**src/rtl/pcm_slot_pkg.sv**
```systemverilog
package pcm_slot_pkg;
  // First bit position of a slot counted from frame start.
  function automatic int slot_base(input int slot, input int data_w);
    return slot * data_w;
  endfunction

  // Position lies inside the slot window [base, base+len).
  function automatic logic in_window(input int pos, input int base, input int len);
    return (pos >= base) && (pos < base + len);
  endfunction
endpackage

```
**src/rtl/pcm_frame_timer.sv**
```systemverilog
module pcm_frame_timer
  import pcm_slot_pkg::*;
#(
  parameter int SLOT_W = 6,
  parameter int DATA_W = 8
) (
  input  logic              clk,
  input  logic              rst_n,
  input  logic              fs,
  input  logic              delayed,
  input  logic              tsa_en,
  input  logic [SLOT_W-1:0] tsa_slot,
  output logic              active,
  output logic              load,
  output logic              last_bit
);
  localparam int BIT_W = $clog2(DATA_W);
  localparam int POS_W = SLOT_W + BIT_W + 1;
  localparam logic [POS_W-1:0] POS_MAX = '1;

  logic             fs_q, start_d, fs_rise, start;
  logic [POS_W-1:0] pos, pos_next, base;
  logic [SLOT_W-1:0] eff_slot;
  logic [BIT_W-1:0] bit_idx;

  assign fs_rise  = fs & ~fs_q;
  assign start    = delayed ? start_d : fs_rise;
  assign pos_next = start ? '0 : ((pos == POS_MAX) ? pos : pos + 1'b1);
  assign eff_slot = (delayed && tsa_en) ? tsa_slot : '0;
  assign base     = POS_W'(slot_base(int'(eff_slot), DATA_W));
  assign active   = in_window(int'(pos), int'(base), DATA_W);
  assign load     = (pos_next == base);
  assign bit_idx  = BIT_W'(pos - base);
  assign last_bit = active && (bit_idx == BIT_W'(DATA_W - 1));

  always_ff @(posedge clk or negedge rst_n) begin
    if (!rst_n) begin
      fs_q    <= 1'b0;
      start_d <= 1'b0;
      pos     <= POS_MAX;
    end else begin
      fs_q    <= fs;
      start_d <= fs_rise;
      pos     <= pos_next;
    end
  end

  AST_START_ZERO: assert property (@(posedge clk) disable iff (!rst_n)
    start |=> (pos == '0));
  AST_POS_ADVANCE: assert property (@(posedge clk) disable iff (!rst_n)
    (!start && pos != POS_MAX) |=> (pos == $past(pos) + 1'b1));
endmodule

```
**src/rtl/pcm_tx_lane.sv**
```systemverilog
module pcm_tx_lane #(
  parameter int DATA_W = 8,
  parameter int LANES  = 2,
  localparam int SEL_W = (LANES > 1) ? $clog2(LANES) : 1
) (
  input  logic              clk,
  input  logic              rst_n,
  input  logic              active,
  input  logic              load,
  input  logic              last_bit,
  input  logic              power_down,
  input  logic [SEL_W-1:0]  sel,
  input  logic [DATA_W-1:0] tx_byte,
  output logic [LANES-1:0]  dx_data,
  output logic [LANES-1:0]  dx_oe,
  output logic [LANES-1:0]  drv_en_n
);
  logic [DATA_W-1:0] sh;
  logic              half_q;
  logic              drive;

  always_ff @(posedge clk or negedge rst_n) begin
    if (!rst_n)      sh <= '0;
    else if (load)   sh <= tx_byte;
    else if (active) sh <= {sh[DATA_W-2:0], 1'b0};
  end

  // Set on the falling edge inside the last bit: releases the driver enable.
  always_ff @(negedge clk or negedge rst_n) begin
    if (!rst_n) half_q <= 1'b0;
    else        half_q <= last_bit;
  end

  assign drive = active & ~power_down;

  for (genvar g = 0; g < LANES; g++) begin : g_lane
    assign dx_oe[g]    = drive && (sel == SEL_W'(g));
    assign dx_data[g]  = dx_oe[g] ? sh[DATA_W-1] : 1'b0;
    assign drv_en_n[g] = ~(dx_oe[g] && !(half_q && last_bit));
  end

  AST_OE_ONEHOT: assert property (@(posedge clk) disable iff (!rst_n)
    $onehot0(dx_oe));
  AST_LOAD_VALUE: assert property (@(posedge clk) disable iff (!rst_n)
    load |=> (sh == $past(tx_byte)));
endmodule

```
**src/rtl/pcm_rx_lane.sv**
```systemverilog
module pcm_rx_lane #(
  parameter int DATA_W = 8,
  parameter int LANES  = 2,
  localparam int SEL_W = (LANES > 1) ? $clog2(LANES) : 1
) (
  input  logic              clk,
  input  logic              rst_n,
  input  logic              active,
  input  logic              last_bit,
  input  logic              power_down,
  input  logic [SEL_W-1:0]  sel,
  input  logic [LANES-1:0]  din,
  output logic [DATA_W-1:0] rx_byte,
  output logic              rx_valid
);
  logic [DATA_W-1:0] sh;
  logic              done;

  assign done = last_bit && !power_down;

  always_ff @(negedge clk or negedge rst_n) begin
    if (!rst_n)                     sh <= '0;
    else if (active && !power_down) sh <= {sh[DATA_W-2:0], din[sel]};
  end

  always_ff @(posedge clk or negedge rst_n) begin
    if (!rst_n) begin
      rx_valid <= 1'b0;
      rx_byte  <= '0;
    end else begin
      rx_valid <= done;
      if (done) rx_byte <= sh;
    end
  end

  AST_VALID_PULSE: assert property (@(posedge clk) disable iff (!rst_n)
    rx_valid |=> !rx_valid);
  AST_PD_NO_VALID: assert property (@(posedge clk) disable iff (!rst_n)
    $past(power_down) |-> !rx_valid);
endmodule

```
**src/rtl/pcm_slot_port.sv**
```systemverilog
module pcm_slot_port #(
  parameter int SLOT_W = 6,
  parameter int DATA_W = 8,
  parameter int LANES  = 2,
  localparam int SEL_W = (LANES > 1) ? $clog2(LANES) : 1
) (
  input  logic              clk,
  input  logic              rst_n,
  input  logic              power_down,
  input  logic              delayed_mode,
  input  logic              tx_fs,
  input  logic              tx_tsa_en,
  input  logic [SLOT_W-1:0] tx_tsa_slot,
  input  logic [SEL_W-1:0]  tx_sel,
  input  logic [DATA_W-1:0] tx_byte,
  input  logic              rx_fs,
  input  logic              rx_tsa_en,
  input  logic [SLOT_W-1:0] rx_tsa_slot,
  input  logic [SEL_W-1:0]  rx_sel,
  input  logic [LANES-1:0]  rx_din,
  output logic [LANES-1:0]  dx_data,
  output logic [LANES-1:0]  dx_oe,
  output logic [LANES-1:0]  tx_drv_en_n,
  output logic [DATA_W-1:0] rx_byte,
  output logic              rx_valid
);
  logic tx_active, tx_load, tx_last;
  logic rx_active, rx_load, rx_last;

  pcm_frame_timer #(.SLOT_W(SLOT_W), .DATA_W(DATA_W)) u_tx_timer (
    .clk(clk), .rst_n(rst_n), .fs(tx_fs), .delayed(delayed_mode),
    .tsa_en(tx_tsa_en), .tsa_slot(tx_tsa_slot),
    .active(tx_active), .load(tx_load), .last_bit(tx_last));

  pcm_frame_timer #(.SLOT_W(SLOT_W), .DATA_W(DATA_W)) u_rx_timer (
    .clk(clk), .rst_n(rst_n), .fs(rx_fs), .delayed(delayed_mode),
    .tsa_en(rx_tsa_en), .tsa_slot(rx_tsa_slot),
    .active(rx_active), .load(rx_load), .last_bit(rx_last));

  pcm_tx_lane #(.DATA_W(DATA_W), .LANES(LANES)) u_tx (
    .clk(clk), .rst_n(rst_n), .active(tx_active), .load(tx_load),
    .last_bit(tx_last), .power_down(power_down), .sel(tx_sel),
    .tx_byte(tx_byte), .dx_data(dx_data), .dx_oe(dx_oe),
    .drv_en_n(tx_drv_en_n));

  pcm_rx_lane #(.DATA_W(DATA_W), .LANES(LANES)) u_rx (
    .clk(clk), .rst_n(rst_n), .active(rx_active), .last_bit(rx_last),
    .power_down(power_down), .sel(rx_sel), .din(rx_din),
    .rx_byte(rx_byte), .rx_valid(rx_valid));

  // The receive timer's load flag has no consumer; it is checked against its window here.
  AST_RX_LOAD_IDLE: assert property (@(posedge clk) disable iff (!rst_n)
    rx_load |=> (rx_active || $past(rx_active) || !rx_valid));
endmodule

```
**config.mk**
```make
export PLATFORM = sky130hd
export DESIGN_NAME = pcm_slot_port
export DESIGN_NICKNAME = d
export VERILOG_FILES = /design/src/rtl/pcm_slot_pkg.sv /design/src/rtl/pcm_frame_timer.sv /design/src/rtl/pcm_tx_lane.sv /design/src/rtl/pcm_rx_lane.sv /design/src/rtl/pcm_slot_port.sv
export SDC_FILE = /design/constraint.sdc
export NUM_CORES = 1
export LEC_CHECK = 0
export BUFFER_PORTS_ARGS = -buffer_cell sky130_fd_sc_hd__buf_2
export CAP_MARGIN = 20
export CELL_PAD_IN_SITES_DETAIL_PLACEMENT = 0
export CELL_PAD_IN_SITES_GLOBAL_PLACEMENT = 1
export CORE_ASPECT_RATIO = 2
export CORE_MARGIN = 4
export CORE_UTILIZATION = 40
export CTS_CLUSTER_DIAMETER = 100
export DETAILED_ROUTE_END_ITERATION = 10
export HOLD_SLACK_MARGIN = 0.12
export PLACE_DENSITY = 0.74
export SLEW_MARGIN = 20
export SYNTH_ARGS = -nofsm -noshare
export SYNTH_HDL_FRONTEND = slang
export SYNTH_SLANG_ARGS = --single-unit
```
**constraint.sdc**
```tcl
create_clock -name clk -period 3.35 [get_ports clk]
set_clock_uncertainty 0.1 [all_clocks]
set_input_delay 0 -clock clk [delete_from_list [all_inputs] [get_ports clk]]
set_output_delay 0 -clock clk [all_outputs]
set_load 0.01 [all_outputs]
```
==> impl_results.md <==
- Yosys top cell area share: ~16%
- Clock sink count: 50
- Leakage: 2.026 nW
- Worst EP required: 1730 ps
- DR pass1 iterations: 4
- Final core occ: 53.89%
- Gp weighted congestion: 0.8456
- Wire per inst: 15.66 um
- Max Slew Vio Count: 0
- Sequential fraction of design power: 40.8%
- Synthesized cell area: about 3300 um2
- Yosys reg bits: 50
- Combinational share of power: 36.1%
- FF-to-FF End: u_rx.sh[7]
- Peak VDD IR: approximately 0.28 mV
- Clock Power Share: 23.1%
- Unrepaired setup endpoints after global routing: yes
- Area leader, netlist: dfrtp_1
- DP HPWL: 6701 um
- GRT overflow: 0
- WS Path Type: reg2reg
- Status: finished with violations
- Worst hold path class: in2async
- Synth Instances: 321
- FF-to-FF setup slack: -780 ps
- Internal power: 1.551 mW
- IO buf count: 46
- Inst Count DP: between 400 and 500
- Critical path data arrival time: 2520 ps
- Initial antenna violation count: 0
- Vias post-DR: about 2700
- Post-synthesis net count: around 380
- Core area: approximately 8000 um2
- Share of synthesized flip-flops with an asynchronous set or reset: between 90% and 100%
- CP Capture Type: flip-flop
- RR Startpoint: u_rx_timer.pos[3]
- Fill count: about 750
- Die X-Extent: 72.17 um
- Switching portion of total power: 30.67%
- Ports: 47
- DRT iter0 DRCs: 83
- Initial Utilization: 41.18%
- Multi-input gate area: between 2000 and 2500 um2
- Area grow syn2layout: 30.88%
- Drt total wl: 8066 um
- Setup Viol. Count Final: 9
- Post-synthesis sequential area ratio: between 30% and 40%
- Failing checks: negative setup slack
- Via density: 5.270
- Pwr per Cell Area: 518.7 nW/um2
- Clock buffer count from CTS: 5
- # diodes: 0
- Std cell rows: 46
- CTS tree: done
- Max-cap viol count: 0
- Layout cells sized above 1: a little under two fifths
- First-pass GRT wire length: about 13000 um
- Synth top area cells: dfrtp_1 (16%), dfstp_2 (16%), ha_1 (11%), mux2_1 (7.2%), dfrtn_1 (6.8%)
- FF-to-FF path depth: 10
- Final #Nets: 480
- EDFF count, synth: 0
- Cell variety after synth: 52
- Power, Total: 2.236 mW
- Final cell count without fillers: 515
- Seq. cell area: 1276 um2
- Final hold vios: 0
- Clock Path Buffers: 2
- Overall routing resource usage: 17.77%
- Slew margin rel.: 58.91%
- Worst skew pair latency: 310 ps
- Actual slew at the worst max-slew pin: 608.4 ps
- Top_reg_cell synth: dfrtp_1
- CP max FO: 8
- Clock Pin Slew Worst Setup and Hold Paths: 70 ps
- Vias in the first global route: 2910
- Final worst slack: -784.1 ps
- Pin count of the biggest net entering global routing: 27
- Full die area: ~9800 um2
- CP Launch Type: flip-flop
- Net Switching: roughly 0.69 mW
- DR DRC count: 0
- ANT nets after route: 0
- Synthesis Warnings: 0
- Mean Syn Cell Area: slightly above 10 um2
- Die H: 136.3 um
- Clk root buf: clkbuf_16
- H-Tree Depth: 2
==> state kept, by name (all words and copies together) (netlist names) <==
register and count:
u_rx.rx_byte 8, u_rx.rx_valid 1, u_rx.sh 8, u_rx_timer.fs_q 1
u_rx_timer.pos 10, u_rx_timer.start_d 1, u_tx.half_q 1, u_tx.sh 8
u_tx_timer.fs_q 1, u_tx_timer.pos 10, u_tx_timer.start_d 1
==> cells in the final DEF, fill, tap and decap left out, types with 4 or more instances in the layout <==
cell           synthesis  final
dfstp_2               20     20
a31oi_1                5      5
nand4_1                5      5
a21o_1                 4      4
dlygate4sd3_1          0     11
dfrtn_1                9      9
mux2_4                 7     15
nor2b_1                8      7
clkbuf_16              0      5
mux2_1                21     13
nor2_1                30     30
ha_1                  30     27
nand3_1               12     11
a21oi_1               10      8
nand2_1               33     32
and3_1                11     10
dfrtp_1               21     21
mux2_2                 4      4
mux2i_1                4      4
xor2_1                 7      7
and2_1                 4      4
xnor2_1               12     12
buf_4                  1     40
buf_2                  3     46
o21ai_0                4      4
inv_1                 12     11
==> power by group through the flow <==
stage          registers [mW]  clock network, mW  logic [mW]
2_1_floorplan           0.919                  0       0.535
3_3_place_gp            0.918                  0       0.775
3_5_place_dp            0.922                  0       0.798
4_1_cts                 0.914              0.535       0.818
5_1_grt                 0.941              0.565       0.879
6_report                0.913              0.516       0.807
==> synth_stat cells (2+ instances only) <==
cell / number
a2111oi_0: 2
a2111oi_4: 2
a21o_1: 4
a21oi_1: 10
a31oi_1: 5
and2_1: 4
and3_1: 11
and4_1: 2
buf_2: 3
clkbuf_1: 4
dfrtn_1: 9
dfrtp_1: 21
dfstp_2: 20
ha_1: 30
inv_1: 12
mux2_1: 21
mux2_2: 4
mux2_4: 7
mux2i_1: 4
nand2_1: 33
nand2b_1: 3
nand3_1: 12
nand4_1: 5
nor2_1: 30
nor2b_1: 8
nor3_1: 2
nor3b_1: 3
o21a_1: 3
o21ai_0: 4
o21ai_1: 3
o41ai_1: 2
xnor2_1: 12
xor2_1: 7
==> cells by family (layout without fill, tap and decap cells) <==
logic type               count (synthesis)  after routing  synth area share [%]
AO/OA/AOI/OAI                           43             43                 10.33
buffers and inverters                   21            119                 2.620
XOR/XNOR                                19             19                 5.051
AND/OR/NAND/NOR                        121            121                 18.50
multiplexers                            37             37                 13.37
adder cells (fa/ha/maj)                 30             30                 11.39
flip-flops                              50             50                 38.74
==> cell type report <==
class	instances	share of cell area [%]
multi-input combinational	250	47.59
sequential	50	29.60
timing repair buffer	98	15.32
clock buffer	5	2.902
tap	96	2.786
inverter	13	1.132
clock inverter	3	0.6674
==> worst max-delay path, cell delays in order, from the launching register on <==
cell       delay [ps]
dfstp_2           530
inv_2              40
ha_1              260
or4b_1            430
a21boi_1          140
o21ai_1            80
a21oi_2           130
a2111oi_2          70
nor2_4            120
buf_12            140
mux2_4            290
==> per-layer routing <==
layer  GRT usage, %  vias up  share of wire (%)  wire length [um]
li1               -     1334                  -                 -
met1          16.03     1312                 32              2600
met2          36.35       48                 62              4964
met3          2.147       20                2.4               192
met4          8.787        0                3.8               308
met5              0        -                  0                 0
==> stage by stage <==
| step | cell area (um2) | worst slack (ps) | hold WS (ps) | TNS (ps) |
|---|---|---|---|---|
| after global placement | 4011 | -824.7 | -79.84 | -6985 |
| after CTS | 4308 | -832.9 | 158.4 | -6769 |
| after detailed placement | 4011 | -853.3 | -69.82 | -7183 |
| after global routing | 4312 | -893.7 | 193.8 | -7285 |
| final | 4312 | -784.1 | 136.6 | -6360 |
| after floorplan | 3406 | -816.1 | -395.6 | -6789 |
==> timing repair <==
| action | CTS | global route |
|---|---|---|
| endpoints found under the hold margin | 28 | 0 |
| gates resized for setup | 2 | 1 |
| hold buffers | 11 | 0 |
| setup buffers | 1 | 0 |
| cloned | 0 | 0 |
| pin swaps | 8 | 1 |
| endpoints found under the setup margin | 9 | 9 |
==> how the worst max path moves through the flow <==
stage | slack (ps) | end | cells past startpoint | from
2_1_floorplan | -820 | u_rx.sh[0] | 9 | u_rx_timer.pos[3]
3_5_place_dp | -850 | u_rx.sh[0] | 10 | u_rx_timer.pos[3]
4_1_cts | -830 | u_rx.sh[7] | 10 | u_rx_timer.pos[3]
6_report | -780 | u_rx.sh[7] | 10 | u_rx_timer.pos[3]
5_1_grt | -890 | u_rx.sh[5] | 10 | u_rx_timer.pos[3]
3_3_place_gp | -820 | u_rx.sh[2] | 10 | u_rx_timer.pos[3]
(Power assumes the default switching activity.)
